`config.mk`:
```
export PLATFORM = sky130hd
export DESIGN_NAME = ide_pio_seq
export DESIGN_NICKNAME = d
export VERILOG_FILES = /design/src/rtl/ide_pio_pkg.sv /design/src/rtl/ide_pio_rst_sync.sv /design/src/rtl/ide_pio_ctrl.sv /design/src/rtl/ide_pio_datapath.sv /design/src/rtl/ide_pio_seq.sv
export SDC_FILE = /design/constraint.sdc
export NUM_CORES = 1
export LEC_CHECK = 0
export BUFFER_PORTS_ARGS = -buffer_cell sky130_fd_sc_hd__buf_2
export CORE_MARGIN = 5
export CORE_UTILIZATION = 45
export CTS_CLUSTER_SIZE = 16
export DETAILED_ROUTE_END_ITERATION = 16
export PLACE_DENSITY = 0.85
export SETUP_SLACK_MARGIN = 0.2
export SLEW_MARGIN = 20
export SYNTH_ARGS = -nofsm -noshare
export SYNTH_HDL_FRONTEND = slang
export SYNTH_SLANG_ARGS = --single-unit
```
`constraint.sdc`:
```
create_clock -name clk -period 1.26 [get_ports clk]
set_input_delay 0.063 -clock clk [delete_from_list [all_inputs] [get_ports clk]]
set_output_delay 0.063 -clock clk [all_outputs]
set_load 0.005 [all_outputs]
```
`src/rtl/ide_pio_pkg.sv`:
```
package ide_pio_pkg;

  typedef enum logic [2:0] {
    ST_IDLE = 3'd0,
    ST_ADDR = 3'd1,
    ST_PREP = 3'd2,
    ST_STRB = 3'd3,
    ST_TAIL = 3'd4,
    ST_DONE = 3'd5
  } step_e;

endpackage

```
`src/rtl/ide_pio_rst_sync.sv`:
```
module ide_pio_rst_sync #(
  parameter int SYNC_STAGES = 2
) (
  input  logic clk,
  input  logic rst_n,
  output logic rst_n_sync
);

  localparam int LAST = SYNC_STAGES - 1;

  logic [LAST:0] sync_q;

  generate
    genvar g;
    for (g = 0; g <= LAST; g++) begin : g_stage
      if (g == 0) begin : g_first
        always_ff @(posedge clk or negedge rst_n) begin
          if (!rst_n) sync_q[g] <= 1'b0;
          else        sync_q[g] <= 1'b1;
        end
      end else begin : g_next
        always_ff @(posedge clk or negedge rst_n) begin
          if (!rst_n) sync_q[g] <= 1'b0;
          else        sync_q[g] <= sync_q[g-1];
        end
      end
    end
  endgenerate

  assign rst_n_sync = sync_q[LAST];

endmodule

```
`src/rtl/ide_pio_ctrl.sv`:
```
module ide_pio_ctrl
  import ide_pio_pkg::*;
#(
  parameter int STRB_STEPS = 3
) (
  input  logic  clk,
  input  logic  rst_n,
  input  logic  req_valid,
  input  logic  req_write,
  output step_e step,
  output logic  wr_op,
  output logic  accept,
  output logic  cap_rd
);

  localparam int CW = (STRB_STEPS > 1) ? $clog2(STRB_STEPS) : 1;
  localparam logic [CW-1:0] CNT_LAST = CW'(STRB_STEPS - 1);

  step_e         step_q, step_d;
  logic [CW-1:0] cnt_q, cnt_d;
  logic          wr_q;
  logic          strb_last;

  assign strb_last = (step_q == ST_STRB) && (cnt_q == CNT_LAST);
  assign accept    = (step_q == ST_IDLE) && req_valid;
  assign cap_rd    = strb_last && !wr_q;

  // next-step logic
  always_comb begin
    step_d = step_q;
    cnt_d  = cnt_q;
    case (step_q)
      ST_IDLE: if (req_valid) step_d = ST_ADDR;
      ST_ADDR: step_d = ST_PREP;
      ST_PREP: begin
        step_d = ST_STRB;
        cnt_d  = '0;
      end
      ST_STRB: begin
        if (cnt_q == CNT_LAST) step_d = ST_TAIL;
        else                   cnt_d  = cnt_q + 1'b1;
      end
      ST_TAIL: step_d = ST_DONE;
      ST_DONE: step_d = ST_IDLE;
      default: step_d = ST_IDLE;
    endcase
  end

  always_ff @(posedge clk or negedge rst_n) begin
    if (!rst_n) begin
      step_q <= ST_IDLE;
      cnt_q  <= '0;
    end else begin
      step_q <= step_d;
      cnt_q  <= cnt_d;
    end
  end

  always_ff @(posedge clk or negedge rst_n) begin
    if (!rst_n)      wr_q <= 1'b0;
    else if (accept) wr_q <= req_write;
  end

  assign step  = step_q;
  assign wr_op = wr_q;

endmodule

```
`src/rtl/ide_pio_datapath.sv`:
```
module ide_pio_datapath #(
  parameter int ADDR_W = 5,
  parameter int DATA_W = 16
) (
  input  logic              clk,
  input  logic              rst_n,
  input  logic              accept,
  input  logic              req_write,
  input  logic [ADDR_W-1:0] req_addr,
  input  logic [DATA_W-1:0] req_wdata,
  input  logic              cap_rd,
  input  logic [DATA_W-1:0] ide_din,
  output logic [ADDR_W-1:0] addr_q,
  output logic [DATA_W-1:0] latch_q
);

  logic              latch_en;
  logic [DATA_W-1:0] latch_d;

  assign latch_en = (accept && req_write) || cap_rd;
  assign latch_d  = cap_rd ? ide_din : req_wdata;

  always_ff @(posedge clk or negedge rst_n) begin
    if (!rst_n)      addr_q <= '0;
    else if (accept) addr_q <= req_addr;
  end

  always_ff @(posedge clk or negedge rst_n) begin
    if (!rst_n)        latch_q <= '0;
    else if (latch_en) latch_q <= latch_d;
  end

endmodule

```
`src/rtl/ide_pio_seq.sv`:
```
module ide_pio_seq
  import ide_pio_pkg::*;
#(
  parameter int ADDR_W     = 5,
  parameter int DATA_W     = 16,
  parameter int STRB_STEPS = 3
) (
  input  logic              clk,
  input  logic              rst_n,
  input  logic              req_valid,
  input  logic              req_write,
  input  logic [ADDR_W-1:0] req_addr,
  input  logic [DATA_W-1:0] req_wdata,
  output logic              req_ready,
  output logic              rsp_done,
  output logic [DATA_W-1:0] rsp_rdata,
  output logic [ADDR_W-1:0] ide_addr,
  output logic              ide_addr_en,
  output logic              ide_rd_n,
  output logic              ide_wr_n,
  output logic              ide_dout_en,
  output logic [DATA_W-1:0] ide_dout,
  input  logic [DATA_W-1:0] ide_din
);

  logic              rst_n_int;
  step_e             step;
  logic              wr_op;
  logic              accept;
  logic              cap_rd;
  logic [ADDR_W-1:0] addr_q;
  logic [DATA_W-1:0] latch_q;

  ide_pio_rst_sync #(.SYNC_STAGES(2)) u_rst_sync (
    .clk        (clk),
    .rst_n      (rst_n),
    .rst_n_sync (rst_n_int)
  );

  ide_pio_ctrl #(.STRB_STEPS(STRB_STEPS)) u_ctrl (
    .clk       (clk),
    .rst_n     (rst_n_int),
    .req_valid (req_valid),
    .req_write (req_write),
    .step      (step),
    .wr_op     (wr_op),
    .accept    (accept),
    .cap_rd    (cap_rd)
  );

  ide_pio_datapath #(.ADDR_W(ADDR_W), .DATA_W(DATA_W)) u_dp (
    .clk       (clk),
    .rst_n     (rst_n_int),
    .accept    (accept),
    .req_write (req_write),
    .req_addr  (req_addr),
    .req_wdata (req_wdata),
    .cap_rd    (cap_rd),
    .ide_din   (ide_din),
    .addr_q    (addr_q),
    .latch_q   (latch_q)
  );

  // output decode, all taken straight from the step register
  assign req_ready   = (step == ST_IDLE);
  assign rsp_done    = (step == ST_DONE);
  assign rsp_rdata   = latch_q;
  assign ide_addr    = addr_q;
  assign ide_addr_en = (step == ST_ADDR);
  assign ide_rd_n    = !((step == ST_STRB) && !wr_op);
  assign ide_wr_n    = !((step == ST_STRB) && wr_op);
  assign ide_dout_en = wr_op && ((step == ST_PREP) || (step == ST_STRB));
  assign ide_dout    = latch_q;

endmodule

```
### After elaboration in Yosys (flattened, before gate mapping)

Cells that the tools add are included.

* flip-flop bits (word level): 29
* bits in latches: 0
* bits in writable memories: 0
* memory bits (read-only): 0
* input port bits: 41
* output and inout bits: 43
* word-level logic and storage cells: 39
* memories: 0

* $add $sub $neg: 1
* $mul: 0
* div/mod/pow operators: 0
* order comparisons: 0
* equality and inequality tests: 9
* shift-type cells: 0
* muxes and demuxes: 6
* bitwise gates (word level): 0
* reduce and logical (&&, ||, !) cells: 16

Operators by type and width (count)
* $mux W16: 1
* $pmux W3 S5: 1
* $logic_and A1 B1 Y1: 7
* $eq A3 B2 Y1 const B: 2
* $eq A3 B3 Y1 const B: 2
* $mux W3: 2
* $ne A2 B2 Y1 const B: 2
* $pmux W2 S2: 1
* $reduce_and A2 Y1: 2
* $eq A3 B1 Y1 const B: 1
* $logic_not A1 Y1: 3
* $logic_not A3 Y1: 1
* $add A2 B1 Y2 const B: 1
* $eq A2 B2 Y1 const B: 1
* $logic_or A1 B1 Y1: 2
* $mux W2: 1
* $ne A2 B1 Y1 const B: 1
* $reduce_bool A2 Y1: 1

### Depth between registers and ports, before layout

Gate-level depths: netlist (run 1).

* depth in word-level cells: 4
* depth in mapped cells: 6
* depth with buffers taken out: 5

### Hierarchy

From an unflattened synthesis (run 1), not the netlist that was laid out.

* cell total of the unflattened synthesis: 153
* area total of the unflattened synthesis: 1650.3 µm²

By module, submodules not included
* ide_pio_datapath: instances 1, cells each 101, area an instance 1128.6 µm², seq. area each 525.5 µm²
* ide_pio_ctrl: instances 1, cells each 27, area an instance 297.8 µm², seq. area each 150.1 µm²
* ide_pio_seq: instances 1, cells each 22, area an instance 170.2 µm², seq. area each 0.0 µm²
* ide_pio_rst_sync: instances 1, cells each 3, area an instance 53.8 µm², seq. area each 50.0 µm²

### Least setup slack after synthesis (run 1)

Ideal clock, no wire load.

* path kind: flip-flop to flip-flop
* from: register u_ctrl.step_q[0] (netlist: u_ctrl.step[0])
* to: register u_dp.latch_q[0]
* setup time: 127 ps
* arrival: 1264 ps
* required time: 1133 ps
* path slack: -130 ps
* cell stages (with the launch flop): 5
* buffers on the path: 1
* period minus slack after synthesis: 1390 ps
* cells stage by stage: dfrtp_1 -> or4b_4 -> buf_6 -> o21ai_1 -> a2bb2oi_1

* cells in the longest elaborated chain, start to end: 4
* elaborated cells between the ends (all ways): 8
* those cells by class: eq/ne: 1; mux: 1; reduce/logical: 6

Ends and longest elaborated chain
* start, declared: line ide_pio_ctrl.sv:19 `step_e step_q, step_d;`
* start signal, assigned: line ide_pio_ctrl.sv:54 `step_q <= step_d;`
* $eq A3 B2 Y1 or $logic_not A3 Y1 (tied branches): line ide_pio_ctrl.sv:24, ide_pio_ctrl.sv:25
* $logic_and A1 B1 Y1, on equally long branches: line ide_pio_ctrl.sv:24, ide_pio_ctrl.sv:25
* $logic_and A1 B1 Y1, on equally long branches: line ide_pio_ctrl.sv:26, ide_pio_datapath.sv:20
* $mux W16 or $logic_or A1 B1 Y1 (tied branches): line ide_pio_datapath.sv:21, ide_pio_datapath.sv:20
* end signal, assigned: line ide_pio_datapath.sv:30 `else if (latch_en) latch_q <= latch_d;`
* end, declared: line ide_pio_datapath.sv:14 `output logic [DATA_W-1:0] latch_q`

Parallel ways exist; a longest one is shown, timed or not.
A chain may end at the register's enable or synchronous reset.

### Worst setup path after layout (run 1)

* from: register u_ctrl.step_q[2] (netlist: u_ctrl.step[2])
* to: output port ide_rd_n

* cells in the longest elaborated chain, start to end: 3

Ends and longest elaborated chain
* $eq A3 B2 Y1: line ide_pio_seq.sv:70 `assign ide_rd_n = !((step == ST_STRB) && !wr_op);`
* $logic_and A1 B1 Y1: line ide_pio_seq.sv:70
* $logic_not A1 Y1: line ide_pio_seq.sv:70
* end, declared: line ide_pio_seq.sv:19 `output logic ide_rd_n,`

Every way passes these cells.

==> results of run 1 <==
## power by group
group	total (uW)	internal, uW	switching [uW]
combinational	3500	1860	1630
sequential	1670	1370	301
clock	803	474	329
total	5970	3710	2260
## metrics by stage
step                      util (%)  TNS (ps)
after CTS                     70.8     -4270
after global placement        56.7     -2480
after global routing          76.3     -6040
after floorplan                  -     -2140
after detailed placement      56.7     -3420
final                         76.3     -4570
## layout make-up
cell class	instances	area [sq um]
Clock inverter	1	30.0
Fill cell	217	810
Inverter	4	15.0
Multi-Input combinational cell	92	776
Timing Repair Buffer	134	947
Clock buffer	7	55.1
Sequential cell	29	726
Tap cell	46	57.6
## critical path, delay by kind of cell, from the launching register on
family                 cells  cell delay (ps)
buffers and inverters      4              380
DFF                        1              400
and+or+nand+nor            1              320
## layer usage
layer | global-route usage [%] | wire [um]
met1 | 22.0 | 2000
met2 | 34.5 | 2800
met5 | 0 | 0
met3 | 7.46 | 442
met4 | 15.5 | 296
## flip-flops by register name, indices dropped and copies added (netlist names)
signal                 cells
u_ctrl.cnt_q               2
u_ctrl.step                3
u_ctrl.wr_op               1
u_dp.addr_q                5
u_dp.latch_q              16
u_rst_sync.rst_n_sync      1
u_rst_sync.sync_q          1
## timing repair
| action | in CTS | in global routing |
|---|---|---|
| hold endpoints to repair | 22 | 1 |
| gates resized for setup | 27 | 19 |
| pin swaps | 11 | 10 |
| cloned | 0 | 1 |
| hold buffers | 21 | 1 |
| endpoints found under the setup margin | 33 | 33 |
| buffers inserted | 9 | 8 |
## cells in the mapped netlist, types with 2 or more instances
cell type | count | area share (%)
dfrtp_1 | 29 | 45
nand2_1 | 20 | 4.7
buf_4 | 19 | 8.8
a2bb2oi_1 | 16 | 8.7
a32oi_1 | 16 | 8.7
o21ai_1 | 15 | 4.7
buf_6 | 7 | 4.9
inv_1 | 4 | 0.93
buf_2 | 3 | 0.93
nor3_1 | 3 | 0.93
o21ai_0 | 3 | 0.93
nand2b_1 | 2 | 0.78
nor2_1 | 2 | 0.47
## how the worst min path moves through the flow
stage	endpoint	slack (ps)	cells past startpoint
after floorplan	u_rst_sync.rst_n_sync	-230	0
after global placement	u_rst_sync.sync_q[0]	-150	1
after detailed placement	u_rst_sync.sync_q[0]	-150	1
after CTS	u_dp.latch_q[0]	2	2
after global routing	u_rst_sync.rst_n_sync	50	2
final	u_rst_sync.rst_n_sync	40	2
## kinds of logic (layout without fill, tap and decap cells)
logic type / count (synthesis) / count (layout) / synth area share (%)
adders and majority gates: 1 / 1 / 0.775
and+or+nand+nor: 35 / 35 / 12.3
DFF: 29 / 29 / 45.0
other: 1 / 1 / 0.232
buffers and inverters: 35 / 146 / 16.4
AOI/OAI and AO/OA: 55 / 55 / 25.3
==> results_dict.tcl, run 1 <==
set metrics [dict create \
    status "finished with violations" \
    violations "negative setup slack" \
    worstReg2RegStart "u_ctrl.step[2]" \
    finalHoldViolCount 0 \
    ys_ff_latch 29 \
    die_h_um 69.9 \
    dp_cells 265 \
    start_kind "flop" \
    path_max_fanout 5 \
    syn_nets 198 \
    synth-edff-count 0 \
    synthFlopType "dfrtp_1" \
    place_ws_ps -205 \
    gp_congestion 0.799 \
    initial_utilization_pct 47.3 \
    p_leak_uw 0.00126 \
    antenna_found_initial 0 \
    syn-cell-area_sq_um 1610 \
    finalNonFillerCells 313 \
    final_common_cell "buf_2" \
    max_freq_mhz 676 \
    vias 1739 \
    crit_arrival_ps 1420 \
    cts_tree "yes" \
    power_density_nw_per_um2 2290 \
    max-slew-margin-rel_pct 63.8 \
    tightestPinTransition_ps 542 \
    mostFrequentLayoutCells "buf_2, dfrtp_1, dlygate4sd3_1" \
    ant_nets 0 \
    wl_um 5540 \
    grt_pass1_wl_um 8310 \
    clk_path_buf_depth 2 \
    drv_cap 0 \
    synth.distinct_cells 30 \
    cp-endpoint "ide_rd_n" \
    cts_root_buffer "clkbuf_4" \
    grt_pass1_vias 1761 \
    vias_per_cell 5.56 \
    cts_buffers 5 \
    post-route-period-util_pct 117 \
    crit_type "reg2out" \
    nets 308 \
    synthCells 156 \
    layout_setup_ws_ps -220 \
    numPortBuffers 83 \
    endpoint_kind "output port" \
    io_pins 84 \
    rrSetupSlack_ps -220 \
    dieArea_sq_um 4880 \
    hp-class "in2async" \
    cpMaxStageDelayCell "dfrtp_1" \
    layout-drive-gt1-share_pct 54.3 \
    maxSlewViolCount 0 \
    required_ps 1200 \
    grt_max_degree 28 \
    fp.dieW_um 69.9 \
    reg2reg_to "u_dp.latch_q[6]" \
    rsz0062_at_grt "yes" \
    postSynthAreaPerCell_sq_um 10.3 \
    placed_area_sq_um 1940 \
    dp_hpwl_um 3110 \
    irDropWorstVdd_mv 1.20 \
    cpMostUsedCell "buf_6" \
    wire_per_inst_um 17.7 \
    first_iter_violations 108 \
    clkTransAtPathRegs_ps 90 \
    clkLatencyLatePin_ps 340 \
    row_count 21 \
    hold_ws_ps 35.4 \
    ys_seq_area_share_pct 45.0 \
    grt.total_usage_pct 21.0 \
    cp-startpoint "u_ctrl.step[2]" \
    post-route-min-period_ps 1480 \
    reg2reg_depth 6 \
    critPathMaxStageDelay_ps 400 \
    antenna_cells 0 \
    core_area_sq_um 3420 \
    first_pass_iters 4 \
    htree_levels 2 \
    yosysWarnings 0 \
    setup_viol_count_final 29 \
    synthArstFlopShare_pct 100 \
    area_growth_syn_to_layout_pct 61.5 \
    total_power_uw 5970 \
    skew_ps 11.7 \
    crit_path_cell_trace "buf_6 > and4bb_2 > buf_6 > inv_2 > buf_6" \
    drcViolationCount 0 \
    clock_sinks 29 \
    fin_area_sq_um 2610 \
    grt-ovfl-total 0 \
]
No activity file was read; power rests on OpenSTA's default activity.
==> run 2, diff against run 1 <==
PLACE_DENSITY = 0.8   (was 0.85)
==> run 2 against run 1 <==
- the run still ends with negative setup slack left
- worst setup slack lost 63 ps
- non-clock buffer count shrank 7
- largest cell class unchanged
- total power shrank 13%
- clock skew shrank 5.3 ps
- critical path depth grew 1
- register-to-register slack lost 60 ps
- routed wire length shrank 12%
- combinational power shrank 14%
==> results_dict.tcl, run 2 (synthesized netlist as in run 1, its figures left out) <==
set metrics [dict create \
    ant_nets 0 \
    wire_per_inst_um 16.0 \
    core_area_sq_um 3420 \
    hold_ws_ps 7.26 \
    htree_levels 2 \
    rsz0062_at_grt "yes" \
    p_int_uw 3190 \
    reg2reg_to "u_dp.latch_q[3]" \
    required_ps 1500 \
    grt_pass1_wl_um 7340 \
    layout-drive-gt1-share_pct 53.1 \
    final_common_cell "buf_2" \
    gp_congestion 0.833 \
    cp.depth 6 \
    clock_sinks 29 \
    post-route-period-util_pct 122 \
    max_freq_mhz 648 \
    cpMaxStageDelayCell "dfrtp_1" \
    drv_cap 0 \
    final_core_util_pct 71.9 \
    hp-class "in2reg" \
    hold_end "u_dp.latch_q[9]" \
    setup_viol_count_final 29 \
    antenna_cells 0 \
    first_pass_iters 4 \
    violations "negative setup slack" \
    skew_ps 6.42 \
    largest_register_ffs 16 \
    start_kind "flop" \
    clk_path_buf_depth 2 \
    placed_area_sq_um 1960 \
    rrSetupSlack_ps -280 \
    die_h_um 69.9 \
    p_leak_uw 0.00120 \
    maxSlewViolCount 0 \
    vias_per_cell 5.37 \
    fin_area_sq_um 2450 \
    nets 301 \
    antenna_found_initial 0 \
    worst-path-buf-inv 3 \
    power.net_switching_uw 2030 \
    path_max_fanout 13 \
    critPathMaxStageDelay_ps 400 \
    reg2reg_depth 6 \
    grt_max_degree 28 \
    switching_share_pct 38.9 \
    clkTransAtPathRegs_ps 90 \
    grt.total_usage_pct 18.5 \
    mostFrequentLayoutCells "buf_2, dfrtp_1, dlygate4sd3_1" \
    vias 1644 \
    worstReg2RegStart "u_ctrl.step[0]" \
    crit_path_cell_trace "buf_6 > nor4b_4 > buf_4 > clkbuf_16 > a32oi_2 > a2bb2oi_1" \
    dp_hpwl_um 2990 \
    drcViolationCount 0 \
    row_count 21 \
    wl_um 4880 \
    status "finished with violations" \
    fp.dieW_um 69.9 \
    irDropWorstVdd_mv 1.03 \
    layout_setup_ws_ps -283 \
    area_growth_syn_to_layout_pct 52.1 \
    cts_buffers 5 \
    post-route-min-period_ps 1540 \
    numPortBuffers 83 \
    grt-ovfl-total 0 \
    place_ws_ps -212 \
    dieArea_sq_um 4880 \
    first_iter_violations 110 \
    grt_pass1_vias 1568 \
    path_delay_family "buffers and inverters" \
    crit_arrival_ps 1780 \
    initial_utilization_pct 47.3 \
    top_register "u_dp.latch_q" \
    finalHoldViolCount 0 \
    crit_type "reg2reg" \
    hp-start "ide_din[9]" \
    clkLatencyLatePin_ps 320 \
    hold_depth 2 \
    finalSetupTns_ps -5390 \
    p_comb_share_pct 58.0 \
    endpoint_kind "flop" \
    io_pins 84 \
    cts_tree "yes" \
    clkPwrFrac_pct 10.1 \
    power_density_nw_per_um2 2120 \
    power.share.sequential_pct 31.9 \
    cts_root_buffer "clkbuf_4" \
]
[run 2: worst max path at each step]
stage / start / end / slack (ps)
CTS: u_ctrl.step[2] / ide_rd_n / -250
global route: u_ctrl.step[0] / u_dp.latch_q[3] / -340
global placement: u_ctrl.step[2] / u_dp.latch_q[5] / -170
floorplan: u_ctrl.step[0] / u_dp.latch_q[0] / -130
finish: u_ctrl.step[0] / u_dp.latch_q[3] / -280
detailed placement: u_ctrl.step[2] / u_dp.latch_q[7] / -210
[run 2: power by group through the flow]
stage | registers, uW | clock network (uW) | logic [uW]
after floorplan | 1710 | 0 | 1610
after global placement | 1640 | 0 | 2320
after detailed placement | 1660 | 0 | 2370
after CTS | 1650 | 543 | 2750
after global routing | 1730 | 593 | 3270
final | 1660 | 525 | 3020
[run 2: layout make-up]
cell class	count	area, sq um
inverters	4	15.0
multi-input cells	92	724
clock inverters	2	10.0
clock buffers	6	41.3
fillers	261	961
repair buffers	127	881
flip-flops and latches	29	726
well taps	46	57.6
[run 2: metrics by stage]
| stage | cells | total power, uW |
|---|---|---|
| after detailed placement | 266 | 4030 |
| after floorplan | 156 | 3320 |
| final | 306 | 5210 |
| after global routing | 306 | 5590 |
| after global placement | 266 | 3960 |
| after CTS | 296 | 4950 |
[run 2: repair_timing]
| action | 4_1_cts | 5_1_grt |
|---|---|---|
| endpoints found under the setup margin | 33 | 33 |
| gates cloned | 0 | 1 |
| pin swaps | 5 | 6 |
| hold buffers | 14 | 6 |
| gates resized for setup | 21 | 14 |
| endpoints found under the hold margin | 15 | 6 |
| setup buffers | 8 | 3 |
[run 2: routing by layer]
| metal | vias to the layer above | wire, um | GRT usage [%] | share of wire [%] |
|---|---|---|---|---|
| met5 | - | 0 | 0 | 0 |
| met4 | 0 | 116 | 6.81 | 2.4 |
| met3 | 12 | 400 | 5.02 | 8.2 |
| met2 | 71 | 2570 | 32.5 | 53 |
| met1 | 789 | 1790 | 21.4 | 37 |
| li1 | 772 | - | - | - |
==> run 3, diff against run 2 <==
ABC_AREA = 1   (was default)
BUFFER_PORTS_ARGS = -buffer_cell sky130_fd_sc_hd__buf_4   (was -buffer_cell sky130_fd_sc_hd__buf_2)
PLACE_DENSITY = 0.79   (was 0.8)
==> run 3 against run 2 <==
- core utilization increased by 1.4 points
- the run still ends with negative setup slack left
- sequential power increased by 3%
- clock skew decreased by 2.6 ps
- clock-buffer cell count increased by 1
- total power increased by 13%
- maximum frequency increased by 17%
- critical path depth increased by 2
- area after synthesis increased by 1.9%
- first-iteration DRC count decreased by 41%
==> results_dict.tcl, run 3 <==
set metrics [dict create \
    clock_sinks 29 \
    clk_path_buf_depth 2 \
    synth.distinct_cells 23 \
    ys_seq_area_share_pct 44.1 \
    io_pins 84 \
    synthArstFlopShare_pct 100 \
    cts_buffers 5 \
    hp-start "req_addr[1]" \
    hp-class "in2reg" \
    placed_area_sq_um 2310 \
    cpMaxStageDelayCell "dfrtp_2" \
    initial_utilization_pct 45.6 \
    syn-cell-area_sq_um 1640 \
    syn_nets 260 \
    finalSetupTns_ps -758 \
    synth_top_area_cell "dfrtp_1" \
    clkLatencyLatePin_ps 280 \
    synth_xor_area_share_pct 0 \
    first_iter_violations 65 \
    post-route-period-util_pct 105 \
    synth_top_area_share_pct 44.1 \
    clkTransAtPathRegs_ps 60 \
    postSynthAreaPerCell_sq_um 7.54 \
    die_h_um 70.4 \
    crit_path_cell_trace "nand2_2 > nor2_4 > buf_6 > nand3_4 > nand2_8 > buf_12 > nand3_1 > nand2_1" \
    numPortBuffers 83 \
    power_density_nw_per_um2 2230 \
    synthCells 218 \
    setup_viol_count_final 19 \
    ys_ff_latch 29 \
    drv_cap 0 \
    wire_per_inst_um 13.2 \
    vias_per_cell 4.74 \
    hold_ws_ps 26.5 \
    maxSlewViolCount 0 \
    synth_fa_ha_area_share_pct 0.761 \
    yosysMostFrequentCell "nand2_1" \
    yosysWarnings 0 \
    antenna_found_initial 0 \
    irDropWorstVdd_mv 1.14 \
    grt-ovfl-total 0 \
    gp_congestion 0.765 \
    synth-edff-count 0 \
    nets 354 \
    start_kind "flop" \
    dp_hpwl_um 3410 \
    wl_um 4760 \
    cts_tree "yes" \
    grt_max_degree 28 \
    muxShareOfSynthArea_pct 0 \
    path_max_fanout 10 \
    finalHoldViolCount 0 \
    crit_arrival_ps 1540 \
    rrSetupSlack_ps -60 \
    area_growth_syn_to_layout_pct 60.7 \
    top_register "u_dp.latch_q" \
    grt_pass1_vias 1603 \
    layout-drive-gt1-share_pct 46.2 \
    status "finished with violations" \
    skew_ps 3.79 \
    grt_pass1_wl_um 7490 \
    layout_setup_ws_ps -59.5 \
    synth_area_leaders "dfrtp_1, nand2_1, inv_1" \
    drcViolationCount 0 \
    synthSimpleGateAreaFrac_pct 31.4 \
    endpoint_kind "flop" \
    htree_levels 2 \
    ant_nets 0 \
    crit_type "reg2reg" \
    dieArea_sq_um 4960 \
    path_delay_family "simple AND/OR/NAND/NOR gates" \
    post-route-min-period_ps 1320 \
    synth_top_family_by_area "simple AND/OR/NAND/NOR gates" \
    vias 1705 \
    worstReg2RegStart "u_ctrl.step[1]" \
    max_freq_mhz 758 \
    row_count 22 \
    fillCellCount 289 \
    p_leak_uw 0.00149 \
    cts_root_buffer "clkbuf_8" \
    first_pass_iters 4 \
    final_common_cell "buf_4" \
    synthTopCellsByCount "nand2_1, inv_1, dfrtp_1, nand3_1, buf_4" \
    required_ps 1480 \
    rsz0062_at_grt "yes" \
    antenna_cells 0 \
    fin_area_sq_um 2640 \
    core_area_sq_um 3610 \
    grt.total_usage_pct 19.1 \
    largest_register_ffs 16 \
    worst-path-buf-inv 2 \
    mostFrequentLayoutCells "buf_4, nand2_1, inv_1" \
    synthFlopType "dfrtp_1" \
    violations "negative setup slack" \
    cp-startpoint "u_ctrl.step[1]" \
    critPathMaxStageDelay_ps 410 \
    synth_compound_area_share_pct 3.12 \
    fp.dieW_um 70.4 \
]
==> run 3: cell count changes in the layout (fill, tap and decap cells not counted), sizes merged, moves of 5 or more <==
cell	previous run	this run
inv	4	44
o21ai	18	7
a2bb2oi	16	0
a32oi	16	0
buf	106	111
dlygate4sd3	20	1
nand4	0	17
nand3	0	22
nand2	21	62
==> run 3: cells by family (layout without fill, tap and decap cells) <==
logic type	count (synthesis)	after routing
AND/OR/NAND/NOR	108	108
buffers and inverters	69	163
flip-flops	29	29
AO/OA/AOI/OAI	10	10
adder cells (fa/ha/maj)	1	1
other	1	1
==> run 3: final timing paths <==
check / cells past startpoint / endpoint
max in group asynchronous: 1 / u_ctrl.step[2]
worst max-delay path: 8 / u_dp.latch_q[13]
min in group asynchronous: 2 / u_rst_sync.rst_n_sync
worst max register to register: 8 / u_dp.latch_q[13]
worst min-delay path: 3 / u_dp.addr_q[1]
worst min register to register: 1 / u_dp.addr_q[2]
==> run 3: timing repair <==
action | CTS | global route
setup endpoints to repair | 32 | 33
hold buffers | 1 | 0
gates resized for setup | 20 | 20
setup buffers | 9 | 2
pin swaps | 3 | 8
endpoints found under the hold margin | 2 | 0
==> run 3: per-stage QoR <==
stage	util, %	instances	power (uW)	setup WS [ps]
after floorplan	-	218	3220	15.1
after global placement	64.2	341	4340	85.1
after detailed placement	64.2	341	4440	39.8
after CTS	70.7	358	5640	-44.6
after global routing	73.3	360	6290	-147
final	73.3	360	5890	-59.5
==> run 3: routing by layer <==
metal	vias up	routed length [um]	GRT usage [%]
met5	-	0	0
met4	0	75	7.23
met3	8	429	6.91
met2	73	2400	31.4
met1	778	1860	22.5
li1	846	-	-
==> run 3: layout make-up <==
class | instances | area (sq um) | area share, %
multi-input combinational | 120 | 691 | 26.1
clock buffer | 7 | 86.3 | 3.27
tap | 48 | 60.1 | 2.27
inverter | 44 | 173 | 6.53
timing repair buffer | 112 | 905 | 34.2
sequential | 29 | 728 | 27.6
==> run 3: report_power, final <==
part | leakage, uW | internal, uW | switching [uW] | total, uW
registers | 0.000353 | 1360 | 353 | 1710
clock network | 0.0000443 | 432 | 325 | 757
logic | 0.00109 | 1860 | 1560 | 3420
==> run 3: worst register-to-register path, cell delays in order, from the launching register on <==
cell and delay [ps]:
dfrtp_2 410, nand2_2 90, nor2_4 130, buf_6 120, nand3_4 110, nand2_8 130, buf_12 130, nand3_1 80
nand2_1 60
